## config.mk

```make
export PLATFORM = sky130hd
export DESIGN_NAME = fme_top
export DESIGN_NICKNAME = d
export VERILOG_FILES = /design/src/rtl/fme_pkg.sv /design/src/rtl/fme_decode.sv /design/src/rtl/fme_fsm.sv /design/src/rtl/fme_lock.sv /design/src/rtl/fme_top.sv
export SDC_FILE = /design/constraint.sdc
export NUM_CORES = 1
export LEC_CHECK = 0
export BUFFER_PORTS_ARGS = -buffer_cell sky130_fd_sc_hd__buf_2
export CORE_MARGIN = 1
export CORE_UTILIZATION = 30
export CTS_CLUSTER_DIAMETER = 60
export DETAILED_ROUTE_END_ITERATION = 7
export PLACE_DENSITY = 0.83
export SLEW_MARGIN = 20
export SYNTH_ARGS = -nofsm -noshare
export SYNTH_HDL_FRONTEND = slang
export SYNTH_SLANG_ARGS = --single-unit
```

## constraint.sdc

```tcl
create_clock -name clk -period 1.66 [get_ports clk]
set_input_delay 0.166 -clock clk [delete_from_list [all_inputs] [get_ports clk]]
set_output_delay 0.166 -clock clk [all_outputs]
set_load 0.005 [all_outputs]
```

## src/rtl/fme_pkg.sv

```systemverilog
package fme_pkg;
    localparam int DATA_W = 16;
    localparam int KEY_W  = 8;
    localparam int MODE_W = 2;

    typedef enum logic [MODE_W-1:0] {
        ST_CLEAR = 2'b00,
        ST_AREA0 = 2'b01,
        ST_AREA1 = 2'b10,
        ST_BOTH  = 2'b11
    } fme_state_e;

    typedef enum logic [2:0] {
        EV_NONE,
        EV_SOFT,
        EV_BYTE,
        EV_BADKEY,
        EV_KEYED_EN,
        EV_AUTOCLR
    } fme_event_e;
endpackage

```

## src/rtl/fme_decode.sv

```systemverilog
module fme_decode
    import fme_pkg::*;
#(
    parameter int          ADDR_W   = 8,
    parameter logic [ADDR_W-1:0] REG_ADDR = 8'h02,
    parameter logic [7:0]  KEY_CODE = 8'hAA
) (
    input  logic              soft_rst,
    input  logic [ADDR_W-1:0] bus_addr,
    input  logic [DATA_W-1:0] bus_wdata,
    input  logic              bus_word,
    input  logic              bus_we,
    input  logic              wen_mon,
    input  logic              ctl_ready,
    output fme_event_e        evt,
    output logic [MODE_W-1:0] wr_mode
);
    localparam int KEY_LSB = DATA_W - KEY_W;

    logic hit;
    logic key_ok;
    logic enable_ok;
    logic auto_clr;
    logic unused_reserved;

    assign hit       = bus_we && (bus_addr == REG_ADDR);
    assign key_ok    = (bus_wdata[DATA_W-1:KEY_LSB] == KEY_CODE);
    assign enable_ok = wen_mon && ctl_ready;
    assign auto_clr  = ctl_ready && !wen_mon;
    assign wr_mode   = bus_wdata[MODE_W-1:0];
    assign unused_reserved = ^bus_wdata[KEY_LSB-1:MODE_W];

    always_comb begin
        evt = EV_NONE;
        if (soft_rst) begin
            evt = EV_SOFT;
        end else if (hit && !bus_word) begin
            evt = EV_BYTE;
        end else if (hit && !key_ok) begin
            evt = EV_BADKEY;
        end else if (hit && enable_ok) begin
            evt = EV_KEYED_EN;
        end else if (auto_clr) begin
            evt = EV_AUTOCLR;
        end
    end
endmodule

```

## src/rtl/fme_fsm.sv

```systemverilog
module fme_fsm
    import fme_pkg::*;
(
    input  logic              clk,
    input  logic              rst_n,
    input  fme_event_e        evt,
    input  logic [MODE_W-1:0] wr_mode,
    output fme_state_e        state_q,
    output fme_state_e        state_d,
    output logic [MODE_W-1:0] mode_bits
);
    always_ff @(posedge clk or negedge rst_n) begin
        if (!rst_n) begin
            state_q <= ST_CLEAR;
        end else begin
            state_q <= state_d;
        end
    end

    always_comb begin
        state_d = state_q;
        unique case (state_q)
            ST_CLEAR: begin
                if (evt == EV_KEYED_EN) begin
                    state_d = fme_state_e'(wr_mode);
                end
            end
            ST_AREA0, ST_AREA1, ST_BOTH: begin
                if (evt != EV_NONE) begin
                    state_d = ST_CLEAR;
                end
            end
            default: state_d = ST_CLEAR;
        endcase
    end

    always_comb begin
        unique case (state_q)
            ST_CLEAR: mode_bits = 2'b00;
            ST_AREA0: mode_bits = 2'b01;
            ST_AREA1: mode_bits = 2'b10;
            ST_BOTH:  mode_bits = 2'b11;
            default:  mode_bits = 2'b00;
        endcase
    end
endmodule

```

## src/rtl/fme_lock.sv

```systemverilog
module fme_lock
    import fme_pkg::*;
(
    input  logic       clk,
    input  logic       rst_n,
    input  logic       soft_rst,
    input  fme_state_e state_d,
    output logic       lock_q
);
    always_ff @(posedge clk or negedge rst_n) begin
        if (!rst_n) begin
            lock_q <= 1'b0;
        end else if (soft_rst) begin
            lock_q <= 1'b0;
        end else if (state_d == ST_BOTH) begin
            lock_q <= 1'b1;
        end
    end
endmodule

```

## src/rtl/fme_top.sv

```systemverilog
module fme_top
    import fme_pkg::*;
#(
    parameter int                ADDR_W   = 8,
    parameter logic [ADDR_W-1:0] REG_ADDR = 8'h02,
    parameter logic [7:0]        KEY_CODE = 8'hAA
) (
    input  logic              clk,
    input  logic              rst_n,
    input  logic              soft_rst,
    input  logic [ADDR_W-1:0] bus_addr,
    input  logic [15:0]       bus_wdata,
    input  logic              bus_word,
    input  logic              bus_we,
    output logic [15:0]       bus_rdata,
    input  logic              wen_mon,
    input  logic              ctl_ready,
    output logic [1:0]        mode_out,
    output logic              ill_err,
    output logic              cmd_lock
);
    fme_event_e        evt;
    logic [MODE_W-1:0] wr_mode;
    fme_state_e        state_q;
    fme_state_e        state_d;
    logic [MODE_W-1:0] mode_bits;
    logic              lock_q;

    fme_decode #(
        .ADDR_W  (ADDR_W),
        .REG_ADDR(REG_ADDR),
        .KEY_CODE(KEY_CODE)
    ) u_decode (
        .soft_rst (soft_rst),
        .bus_addr (bus_addr),
        .bus_wdata(bus_wdata),
        .bus_word (bus_word),
        .bus_we   (bus_we),
        .wen_mon  (wen_mon),
        .ctl_ready(ctl_ready),
        .evt      (evt),
        .wr_mode  (wr_mode)
    );

    fme_fsm u_fsm (
        .clk      (clk),
        .rst_n    (rst_n),
        .evt      (evt),
        .wr_mode  (wr_mode),
        .state_q  (state_q),
        .state_d  (state_d),
        .mode_bits(mode_bits)
    );

    fme_lock u_lock (
        .clk     (clk),
        .rst_n   (rst_n),
        .soft_rst(soft_rst),
        .state_d (state_d),
        .lock_q  (lock_q)
    );

    assign mode_out  = mode_bits;
    assign ill_err   = lock_q;
    assign cmd_lock  = lock_q;
    assign bus_rdata = (bus_addr == REG_ADDR)
                     ? {{(DATA_W-MODE_W){1'b0}}, mode_bits}
                     : '0;
endmodule

```

Yosys cells after proc, flatten, opt, wreduce, memory -nomap -nowiden
Cells that the tools add are included.
{ "op_classes": {"n_reduce_logical": 13, "mux": 12, "eq_ne": 7} }
{ "op_table": {"columns": ["operator", "count"], "rows": [
  ["3-bit two-way mux", 5],
  ["8-bit by 2-bit == test with 1-bit output, second input constant", 1],
  ["8-bit == test, second input constant", 1],
  ["2-bit case mux with 4 select lines", 1],
  ["2-bit == test, second input constant", 3],
  ["1-bit logical AND", 6],
  ["2-bit two-way mux", 3],
  ["2-bit case mux with 2 select lines", 1],
  ["3-bit == test, second input constant", 1],
  ["1-bit zero test", 3],
  ["3-bit nonzero test", 1],
  ["3-bit OR reduction", 1],
  ["2-bit by 1-bit == test with 1-bit output, second input constant", 1],
  ["2-bit zero test", 1],
  ["1-bit two-way mux", 2],
  ["2-bit nonzero test", 1]
]} }
{ "word_totals": {"wordCells": 34, "ff_bits": 3} }

Logic depth before layout (Yosys ltp)
Gate-level depths: netlist of run 1.
{ "logic_depth": {"ltp_word": 13, "depth_mapped": 4} }

By module
Synthesis of run 1 repeated with hierarchy kept, for this count alone.
{ "hier_totals": {"cells_unflattened": 56, "hier_area_um2": 462.9} }
{ "by_module_without_submodules": {"columns": ["mod", "cells_per_inst", "area_per_inst_um2", "seq_area_each_um2", "n_inst"], "rows": [
  ["fme_decode", 21, 170.2, 0.0, 1],
  ["fme_top", 22, 151.4, 0.0, 1],
  ["fme_fsm", 10, 107.6, 50.0, 1],
  ["fme_lock", 3, 33.8, 25.0, 1]
]} }

Worst setup path after synthesis of run 1
OpenSTA, ideal clock, no wires.
{ "synth_timing": {"kind": "reg-to-reg", "startpoint": "register u_fsm.state_q[0]", "endpoint": "register u_lock.lock_q", "path_stages_with_launch": 5, "synth_period_minus_slack_ns": 1.200, "setup_ns": 0.095, "path_buffers": 0, "slack_ns": 0.460, "required_time_ns": 1.565, "t_arrival_ns": 1.104, "path_cell_list": "dfrtp_1 > and4b_1 > and4_1 > a21oi_1 > o32ai_2"} }
{ "synth_via": {"elab_chain_len": 5, "elab_cells_between_ends": 10, "cone_classes": "eq/ne: 4; mux: 3; reduce/logical: 3"} }
{ "synth_lines": {"columns": ["item", "line_no", "rtl"], "rows": [
  ["from (decl)", "fme_fsm.sv:8", "output fme_state_e state_q,"],
  ["from (signal assigned)", "fme_fsm.sv:16", "state_q <= state_d;"],
  ["2-bit by 1-bit == test with 1-bit output / 2-bit == test (equally long branches)", "fme_fsm.sv:22", "unique case (state_q)"],
  ["3-bit OR reduction", "fme_fsm.sv:22", null],
  ["2-bit case mux with 2 select lines *", "fme_fsm.sv:22", null],
  ["2-bit == test *", "fme_lock.sv:15", "end else if (state_d == ST_BOTH) begin"],
  ["2-bit nonzero test (no source line) *", null, null],
  ["to (signal assigned)", "fme_lock.sv:12", "lock_q <= 1'b0;"],
  ["to (signal assigned)", "fme_lock.sv:14", "lock_q <= 1'b0;"],
  ["to (signal assigned)", "fme_lock.sv:16", "lock_q <= 1'b1;"],
  ["to (decl)", "fme_lock.sv:8", "output logic lock_q"]
]} }
Mark *: on every way between the ends. The rest lies on a longest branch, timed or not.
A chain may end at the register's enable or synchronous reset.

Worst setup path after layout of run 1
Same ends and word-level chain as after synthesis.

==> results.ini, run 1 <==
[synth]
syn_area_um2 = 394
synth_edf_count = 0
synthArstFlopShare_pct = 100
ys_seq_elements = 3
avgSynthCellArea_um2 = 8.96
synth_top_cells_by_count = 15 x buf_4, 3 x dfrtp_1, 3 x inv_1
synth_top_area_cell = buf_4
synth.area.top_cells = buf_4 29%, dfrtp_1 19%, nor4b_4 6.0%
netlist-cell-type-count = 21
ys_seq_area_share_pct = 19.0
synth_top_area_share_pct = 28.6
synthCells = 44
yosys_warnings = 0
synth.most_common_cell = buf_4
synthFlopType = dfrtp_1

[flow_run]
drv_cap = 0

[clock_network]
cts_setup_buffers = 0
h-tree-depth = 1
hold_buffers = 1
tritoncts = built
cts_root_buffer = clkbuf_4
cts-buffers-inserted = 3
clk_latency_ns = 0.23
clkTransAtPathRegs_ns = 0.04
clock_path_buffers = 2
cts_sinks = 3
cts-resized-gates = 0

[power]
p_per_area_nw_per_um2 = 482
p_switching_w = 0.0000604
combinationalPowerShare_pct = 22.2
internal_power_w = 0.000193
clkPwrFrac_pct = 48.8
sequentialPowerShare_pct = 29.0
vdd_drop_max_uv = 281
swShare_pct = 23.8
p_leak_nw = 0.301

[sta]
grt_setup_unrepaired = no
hold_viol = 0
max_freq_mhz = 783
fin_ws_ns = 0.383
setup_tns_ns = 0
slew_viol_final = 0
whs_ns = 0.143
setup_viol = 0
period_minus_slack_ns = 1.28
fin_skew_ns = 0.000393
post-route-period-util_pct = 76.9

[detailed_routing]
first_pass_iters = 2
detail_route.vias_per_cell = 4.18
vias = 372
wire_per_inst_um = 9.27
ant_nets = 0
wirelength_um = 825
first_iter_violations = 5
post-route-drc-count = 0

[grt]
antenna_found_initial = 0
grt_pass1_vias = 316
gr-total-overflow = 0
grt_max_degree = 7
grt_pass1_wl_mm = 1.09
grt_usage_pct = 11.5

[status]
status = completed

[setup_path]
critPathCaptureType = flop
cp_cell_sequence = and4b_1 > and4_1 > a21oi_1 > o32ai_2
cp_max_fo = 4
crit_family = simple AND/OR/NAND/NOR gates
worstSetupPathType = flop to flop
worstPathArrival_ns = 1.41
startpoint_type = flop
path_buf_inv = 0
slowest_delay_ns = 0.39
cp.required_ns = 1.79
slowest_stage = dfrtp_1

[layout]
fillers = 124
drive_gt1_share_pct = 53.3
syn2layout_area_growth_pct = 33.7
final_nets = 107
stdcell_area_um2 = 527
fin_cells = 89
antenna_cells = 0

[floorplan]
die_w_um = 38.2
ioPinCount = 51
start_util_pct = 34.1
rows = 12
core_um2 = 1160
fp.dieH_um = 38.2
die_area_um2 = 1460

[placed_design]
dp.cells = 84
placedInstanceArea_um2 = 490
place_congestion = 0.643
place_ws_ns = 0.309
hpwl_um = 738
portBuffers = 30

[min_path]
hp-class = input port to flop

## placed cells by master (no fill, tap or decap), types with 2 or more instances in the layout
master	instances
inv_1	3
clkbuf_4	3
and3_2	2
a21oi_1	2
dfrtp_1	3
buf_2	30
nor2_1	2
a311oi_1	2
conb_1	14
## routing by layer
metal / global-route usage, % / part of all wire [%] / up-vias
met2: 25.8 / 61 / 18
li1: - / - / 188
met4: 8.04 / 0 / 0
met3: 3.49 / 8.4 / 0
met5: 0 / 0 / -
met1: 6.43 / 31 / 166
## power by group through the flow
stage	Combinational (W)	Clock, W	Sequential (W)
2_1_floorplan	0.0000431	0	0.0000745
3_3_place_gp	0.0000528	0	0.0000745
3_5_place_dp	0.0000542	0	0.0000745
4_1_cts	0.0000562	0.000131	0.0000736
5_1_grt	0.0000635	0.000137	0.0000735
6_report	0.0000564	0.000124	0.0000736
## final timing paths
check | start | end | cells past startpoint | slack (ns)
worst max-delay path | u_fsm.state_q[0] | u_lock.lock_q | 4 | 0.38
worst min-delay path | soft_rst | u_lock.lock_q | 2 | 0.14
worst max register to register | u_fsm.state_q[0] | u_lock.lock_q | 4 | 0.38
worst min register to register | u_lock.lock_q | u_lock.lock_q | 2 | 0.57
max in group asynchronous | rst_n | u_fsm.state_q[0] | 2 | 1.27
min in group asynchronous | rst_n | u_fsm.state_q[1] | 2 | 0.28
## kinds of logic (layout without fill, tap and decap cells)
kind of cell,Yosys count,count (layout),synth area share (%)
other,1,14,0.951
and+or+nand+nor,14,14,33.3
AOI/OAI and AO/OA,6,6,13.3
DFF,3,3,19.0
buffers and inverters,20,38,33.3
## sequential cells by signal, summed over array words and instances (netlist names)
| signal | flops |
|---|---|
| u_fsm.state_q | 2 |
| u_lock.lock_q | 1 |
## final cells by class
cell class / instances / area [µm²] / share of cell area, %
inverter: 3 / 11.3 / 2.14
tap: 14 / 17.5 / 3.33
sequential: 3 / 75.1 / 14.3
timing repair buffer: 31 / 160 / 30.4
multi-input combinational: 34 / 236 / 44.9
clock buffer: 4 / 26.3 / 4.99
## per-stage QoR
stage / utilization (%) / total power, W
after floorplan: - / 0.000118
after global placement: 42.4 / 0.000127
after detailed placement: 42.4 / 0.000129
after CTS: 45.6 / 0.000260
after global routing: 45.6 / 0.000274
final: 45.6 / 0.000254
## worst register-to-register path, cell delays in order (launching register included)
cell	delay [ns]
dfrtp_1	0.39
and4b_1	0.24
and4_1	0.21
a21oi_1	0.10
o32ai_2	0.24
(Power assumes the default switching activity.)
==> run 2: changes to the inputs <==
- ABC_AREA: not set -> 1
- CORE_UTILIZATION: 30 -> 28
- PLACE_DENSITY: 0.83 -> 0.79
- clock period: 1.66 -> 1 ns (I/O delays scaled with it)
==> run 2 against run 1 <==
Clock power increased by 65%. Largest cell class unchanged. The flow now finishes with violations (setup timing). Highest routed layer unchanged. Synthesized cell count up 57%. Via count is 21% higher. Sequential power grew 66%.
==> results.ini, run 2 <==
[layout]
reg_top3 = u_fsm.state_q x2, u_lock.lock_q x1  ; unchanged
multi_input_area_um2 = 240  ; was 236 µm²
antenna_cells = 0  ; unchanged
final_nets = 134  ; was 107
layout_commonest_cell = buf_2  ; unchanged
drive_gt1_share_pct = 49.0  ; was 53.3%
largest_reg_flops = 2  ; unchanged
stdcell_area_um2 = 588  ; was 527 µm²
mostFrequentLayoutCells = 30 x buf_2, 14 x conb_1, 10 x nor2_1, 10 x inv_1, 6 x nand3_1  ; was 30 x buf_2, 14 x conb_1, 3 x inv_1, 3 x clkbuf_4, 3 x dfrtp_1
top_register = u_fsm.state_q  ; unchanged
syn2layout_area_growth_pct = 39.1  ; was 33.7%
fillers = 143  ; was 124
ff_latch_area_um2 = 75.1  ; unchanged

[setup_path]
cp.required_ns = 1.15  ; was 1.79 ns
cp_cell_sequence = inv_2 > nand2_2 > nor2_2 > nand3_1 > nand2_2 > nand2_2 > a21oi_2  ; was and4b_1 > and4_1 > a21oi_1 > o32ai_2
reg2reg_slack_ns = -0.01  ; was 0.38 ns
cp-startpoint = u_fsm.state_q[1]  ; was u_fsm.state_q[0]
reg2reg_depth = 7  ; was 4
crit_cells = 7  ; was 4
timing.rr.start = u_fsm.state_q[1]  ; was u_fsm.state_q[0]
startpoint_type = flop  ; unchanged
path_buf_inv = 1  ; was 0
setup.worst_path.end = u_lock.lock_q  ; unchanged
critPathCaptureType = flop  ; unchanged
worstSetupPathType = flop to flop  ; unchanged
slowest_delay_ns = 0.38  ; was 0.39 ns
slowest_stage = dfrtp_1  ; unchanged
crit_family = simple AND/OR/NAND/NOR gates  ; unchanged
timing.rr.end = u_lock.lock_q  ; unchanged
cpMostUsedCell = nand2_2
cp_max_fo = 2  ; was 4
worstPathArrival_ns = 1.17  ; was 1.41 ns

[grt]
antenna_found_initial = 0  ; unchanged
grt_usage_pct = 10.7  ; was 11.5%
grt_pass1_vias = 348  ; was 316
grt_max_degree = 5  ; was 7
grt_pass1_wl_mm = 1.16  ; was 1.09 mm
gr-total-overflow = 0  ; unchanged

[clock_network]
cts_root_buffer = clkbuf_4  ; unchanged
h-tree-depth = 1  ; unchanged
cts-buffers-inserted = 3  ; unchanged
tritoncts = built  ; unchanged
clkTransAtPathRegs_ns = 0.04  ; about the same
cts_sinks = 3  ; unchanged
cts_setup_buffers = 0  ; unchanged
clock_path_buffers = 2  ; unchanged
clk_latency_ns = 0.23  ; about the same

[detailed_routing]
first_pass_iters = 4  ; was 2
wl_met3_um = 66  ; was 69 µm
wirelength_um = 828  ; was 825 µm
post-route-drc-count = 0  ; unchanged
route.met2.wl_um = 471  ; was 504 µm
ant_nets = 0  ; unchanged
wire_per_inst_um = 7.08  ; was 9.27 µm
drt-met1-wl_um = 289  ; was 252 µm
top_layer_used = met3  ; unchanged
detail_route.vias_per_cell = 3.85  ; was 4.18
first_iter_violations = 3  ; was 5
vias = 450  ; was 372

[synth]
synth.area.top_cells = buf_4 27%, dfrtp_1 18%, nor2_1 12%  ; was buf_4 29%, dfrtp_1 19%, nor4b_4 6.0%
synthFlopType = dfrtp_1  ; unchanged
syn_area_um2 = 423  ; was 394 µm²
ys_seq_area_share_pct = 17.8  ; was 19.0%
netlist-cell-type-count = 16  ; was 21
synthArstFlopShare_pct = 100  ; unchanged
synthCells = 69  ; was 44
ys_seq_elements = 3  ; unchanged
yosys_warnings = 0  ; unchanged
synth_top_area_cell = buf_4  ; unchanged
synth_top_area_share_pct = 26.6  ; was 28.6%
avgSynthCellArea_um2 = 6.13  ; was 8.96 µm²
synth_top_cells_by_count = 15 x buf_4, 13 x nor2_1, 12 x inv_1, 7 x nand2_1, 6 x nand3_1  ; was 15 x buf_4, 3 x dfrtp_1, 3 x inv_1
synth_edf_count = 0  ; unchanged
synth.most_common_cell = buf_4  ; unchanged

[placed_design]
place_congestion = 0.636  ; was 0.643
portBuffers = 30  ; unchanged
hpwl_um = 750  ; was 738 µm
placedInstanceArea_um2 = 543  ; was 490 µm²

[sta]
whs_ns = 0.0533  ; was 0.143 ns
setup_tns_ns = -0.0142  ; was 0 ns
post-route-period-util_pct = 101  ; was 76.9%
fin_ws_ns = -0.0142  ; was 0.383 ns
fin_skew_ns = 0.00335  ; was 0.000393 ns
period_minus_slack_ns = 1.01  ; was 1.28 ns
max_freq_mhz = 986  ; was 783 MHz
slew_viol_final = 0  ; unchanged
setup_viol = 1  ; was 0
grt_setup_unrepaired = yes  ; was no
hold_viol = 0  ; unchanged

[status]
violations = setup timing
status = finished, violations left  ; was completed

[floorplan]
die_area_um2 = 1670  ; was 1460 µm²
start_util_pct = 31.3  ; was 34.1%
core_um2 = 1350  ; was 1160 µm²
rows = 13  ; was 12
die_w_um = 40.9  ; was 38.2 µm
fp.dieH_um = 40.9  ; was 38.2 µm
ioPinCount = 51  ; unchanged

[min_path]
hp-class = input port to flop  ; unchanged
min-delay-start = soft_rst  ; unchanged

[flow_run]
drv_cap = 0  ; unchanged

[power]
p_leak_nw = 0.378  ; was 0.301 nW
total_power_w = 0.000428  ; was 0.000254 W
vdd_drop_max_uv = 290  ; was 281 µV
p_per_area_nw_per_um2 = 728  ; was 482 nW/µm²

[run 2: cell count changes after synthesis, moves of 6 or more]
cell | before | now
nor2_1 | 2 | 13
nand3_1 | 0 | 6
nand2_1 | 0 | 7
inv_1 | 3 | 12
[run 2: cell families (layout without fill, tap and decap cells)]
logic type             count (synthesis)  after routing  synth area share (%)
AOI/OAI and AO/OA                      1              1                  1.18
buffers and inverters                 31             51                  40.8
DFF                                    3              3                  17.8
other                                  1             14                 0.887
and+or+nand+nor                       33             33                  39.4
[run 2: repair_timing]
action                     in CTS  in global routing
gates resized for setup         1                  7
hold buffers                    1                  0
pin swaps                       0                  7
setup endpoints to repair       1                  3
hold endpoints to repair        3                  0
[run 2: cell type report]
class	instances	area share, %
multi-input combinational	48	40.9
timing repair buffer	33	29.8
inverter	14	8.94
clock buffer	4	4.47
sequential	3	12.8
tap	15	3.19
[run 2: report_power, final]
group | internal [W] | total [W] | switching, W
registers | 0.000122 | 0.000122 | 0.0000000139
logic | 0.0000505 | 0.000102 | 0.0000510
clock network | 0.000149 | 0.000204 | 0.0000553
[run 2: worst reg2reg max path, stage by stage, from the launching register on]
cell and delay (ns):
dfrtp_1 0.38, inv_2 0.06, nand2_2 0.06, nor2_2 0.10, nand3_1 0.09, nand2_2 0.08
nand2_2 0.06, a21oi_2 0.12
[run 2: how the worst min path moves through the flow]
stage	to	slack [ns]	depth (start not counted)
after floorplan	u_fsm.state_q[0]	-0.20	0
after global placement	u_lock.lock_q	-0.10	1
after detailed placement	u_lock.lock_q	-0.10	1
after CTS	u_lock.lock_q	0.05	2
after global routing	u_lock.lock_q	0.05	2
final	u_lock.lock_q	0.05	2
[run 2: routing by layer]
layer / track usage (%) / vias to the layer above
met1: 8.44 / 185
met4: 6.67 / 0
met5: 0 / -
met2: 21.5 / 26
li1: - / 239
met3: 3.26 / 0
[run 2: metrics by stage]
| step | std cells | worst slack, ns | util (%) |
|---|---|---|---|
| after floorplan | 82 | 0.0567 | - |
| after global placement | 113 | -0.0692 | 40.2 |
| after detailed placement | 113 | -0.122 | 40.2 |
| after CTS | 118 | -0.0191 | 42.9 |
| after global routing | 117 | -0.0853 | 43.6 |
| final | 117 | -0.0142 | 43.6 |
==> run 3: changes to the inputs <==
- CELL_PAD_IN_SITES_DETAIL_PLACEMENT: not set -> 0
- CELL_PAD_IN_SITES_GLOBAL_PLACEMENT: not set -> 1
- CORE_UTILIZATION: 28 -> 16
- GPL_TIMING_DRIVEN: not set -> 0
- PLACE_DENSITY: 0.79 -> 0.78
==> run 3 against run 2 <==
The flow still finishes with violations (setup timing). Global-route usage decreased by 3.0 points. Design area increased by 21%. Maximum frequency decreased by 1.6%. Via count increased by 11%. Routed wire length increased by 19%. Non-clock buffer count increased by 17. Sequential cell count unchanged. Setup slack got worse by 0.017 ns. Combinational power increased by 38%. Core utilization decreased by 15 points. Cell count increased by 27%.
==> results.ini, run 3 (synthesized netlist as in run 2, its figures left out) <==
[status]
status = finished, violations left  ; unchanged
violations = setup timing  ; unchanged

[grt]
grt_pass1_wl_mm = 1.57  ; was 1.16 mm
grt_max_degree = 5  ; unchanged
grt_pass1_vias = 427  ; was 348
gr-total-overflow = 0  ; unchanged
grt_usage_pct = 7.67  ; was 10.7%
antenna_found_initial = 0  ; unchanged

[layout]
reg_top3 = u_fsm.state_q x2, u_lock.lock_q x1  ; unchanged
largest_reg_flops = 2  ; unchanged
drive_gt1_share_pct = 49.6  ; was 49.0%
stdcell_area_um2 = 713  ; was 588 µm²
fin_cells = 149  ; was 117
final_nets = 151  ; was 134
layout_commonest_cell = buf_2  ; unchanged
antenna_cells = 0  ; unchanged
syn2layout_area_growth_pct = 68.6  ; was 39.1%
mostFrequentLayoutCells = 30 x buf_2, 17 x buf_4, 14 x conb_1, 12 x nor2_1, 11 x inv_1  ; was 30 x buf_2, 14 x conb_1, 10 x nor2_1, 10 x inv_1, 6 x nand3_1
top_register = u_fsm.state_q  ; unchanged

[setup_path]
cp.required_ns = 1.16  ; was 1.15 ns
worstSetupPathType = flop to flop  ; unchanged
slowest_stage = dfrtp_1  ; unchanged
reg2reg_slack_ns = -0.03  ; was -0.01 ns
critPathCaptureType = flop  ; unchanged
cp_cell_sequence = inv_1 > nand2_1 > nor2_1 > nand3_1 > nand2_2 > nand2_1 > a21oi_1  ; was inv_2 > nand2_2 > nor2_2 > nand3_1 > nand2_2 > nand2_2 > a21oi_2
cp_max_fo = 3  ; was 2
worstPathArrival_ns = 1.19  ; was 1.17 ns
reg2reg_depth = 7  ; unchanged
timing.rr.end = u_lock.lock_q  ; unchanged
timing.rr.start = u_fsm.state_q[0]  ; was u_fsm.state_q[1]
cpMostUsedCell = nand2_1  ; was nand2_2
startpoint_type = flop  ; unchanged
slowest_delay_ns = 0.39  ; was 0.38 ns

[sta]
hold_viol = 0  ; unchanged
period_minus_slack_ns = 1.03  ; was 1.01 ns
fin_skew_ns = 0.00245  ; was 0.00335 ns
grt_setup_unrepaired = yes  ; unchanged
slew_viol_final = 0  ; unchanged
fin_ws_ns = -0.0307  ; was -0.0142 ns
setup_viol = 1  ; unchanged
post-route-period-util_pct = 103  ; was 101%
whs_ns = 0.0359  ; was 0.0533 ns
max_freq_mhz = 970  ; was 986 MHz

[clock_network]
cts_root_buffer = clkbuf_4  ; unchanged
clkTransAtPathRegs_ns = 0.04  ; about the same
clk_latency_ns = 0.23  ; about the same
cts_sinks = 3  ; unchanged
tritoncts = built  ; unchanged
h-tree-depth = 1  ; unchanged
cts-buffers-inserted = 3  ; unchanged
clock_path_buffers = 2  ; unchanged

[detailed_routing]
first_pass_iters = 2  ; was 4
ant_nets = 0  ; unchanged
vias = 501  ; was 450
post-route-drc-count = 0  ; unchanged
first_iter_violations = 4  ; was 3
detail_route.vias_per_cell = 3.36  ; was 3.85
wire_per_inst_um = 6.61  ; was 7.08 µm
wirelength_um = 985  ; was 828 µm

[placed_design]
portBuffers = 30  ; unchanged
placedInstanceArea_um2 = 659  ; was 543 µm²
place_congestion = 0.724  ; was 0.636
dp.cells = 142  ; was 113
hpwl_um = 924  ; was 750 µm

[floorplan]
die_area_um2 = 2850  ; was 1670 µm²
fp.dieH_um = 53.4  ; was 40.9 µm
rows = 18  ; was 13
ioPinCount = 51  ; unchanged
die_w_um = 53.4  ; was 40.9 µm
core_um2 = 2480  ; was 1350 µm²
start_util_pct = 17.1  ; was 31.3%

[min_path]
hold_depth = 2  ; unchanged
hp-class = input port to flop  ; unchanged
min-delay-start = soft_rst  ; unchanged
min_to = u_lock.lock_q  ; unchanged

[power]
internal_power_w = 0.000356  ; was 0.000322 W
combinationalPowerShare_pct = 29.5  ; was 23.7%
p_leak_nw = 0.460  ; was 0.378 nW
clkPwrFrac_pct = 44.9  ; was 47.7%
sequentialPowerShare_pct = 25.5  ; was 28.5%
p_per_area_nw_per_um2 = 671  ; was 728 nW/µm²
swShare_pct = 25.6  ; was 24.8%
vdd_drop_max_uv = 319  ; was 290 µV
p_switching_w = 0.000122  ; was 0.000106 W

[flow_run]
drv_cap = 0  ; unchanged

==> run 3: worst max-delay path: cells and delay by family (launching register included) <==
kind	cells	cell delay (ns)
flops	1	0.39
simple gates	5	0.38
compound gates	1	0.11
buf+inv	1	0.08
==> run 3: cell type report <==
class	instances	area, µm²
buffer	17	120
clock buffer	4	26.3
fill	298	1760
inverter	14	52.6
multi-input combinational	48	226
sequential	3	75.1
tap	30	37.5
timing repair buffer	33	175
==> run 3: per-layer routing <==
| metal | track usage [%] | wire (µm) | part of all wire (%) | up-vias |
|---|---|---|---|---|
| li1 | - | - | - | 272 |
| met1 | 8.05 | 369 | 37 | 202 |
| met2 | 13.1 | 525 | 53 | 25 |
| met3 | 2.01 | 79 | 8.0 | 2 |
| met4 | 5.26 | 10 | 1.0 | 0 |
| met5 | 0 | 0 | 0 | - |
==> run 3: worst max path at each step <==
stage,start,to,slack [ns],cells after the start
final,u_fsm.state_q[0],u_lock.lock_q,-0.03,7
after global routing,u_fsm.state_q[0],u_lock.lock_q,-0.13,7
after CTS,u_fsm.state_q[1],u_lock.lock_q,-0.02,7
after detailed placement,bus_addr[0],u_lock.lock_q,-0.14,11
after global placement,bus_addr[0],u_lock.lock_q,-0.1,11
after floorplan,u_fsm.state_q[1],u_lock.lock_q,0.06,7
==> run 3: power groups by stage <==
stage               Combinational, W  Sequential [W]  Clock, W
finish                      0.000141        0.000122  0.000215
global route                0.000162        0.000122  0.000229
CTS                         0.000141        0.000122  0.000224
detailed placement          0.000137        0.000124         0
global placement            0.000134        0.000124         0
floorplan                  0.0000791        0.000124         0
==> run 3: metrics by stage <==
step           setup TNS (ns)  total power, W  setup WS, ns  util [%]
4_1_cts               -0.0221        0.000487       -0.0221      28.7
5_1_grt                -0.197        0.000513        -0.129      28.8
6_report              -0.0307        0.000478       -0.0307      28.8
3_3_place_gp          -0.0996        0.000257       -0.0996      26.6
2_1_floorplan               0        0.000203        0.0567         -
3_5_place_dp           -0.209        0.000261        -0.141      26.6
==> run 3: repair_timing <==
| action | 4_1_cts | 5_1_grt |
|---|---|---|
| setup endpoints to repair | 1 | 4 |
| buffers inserted | 2 | 0 |
| gates resized for setup | 0 | 2 |
| pin swaps | 3 | 4 |
| hold buffers | 1 | 0 |
| endpoints found under the hold margin | 3 | 0 |
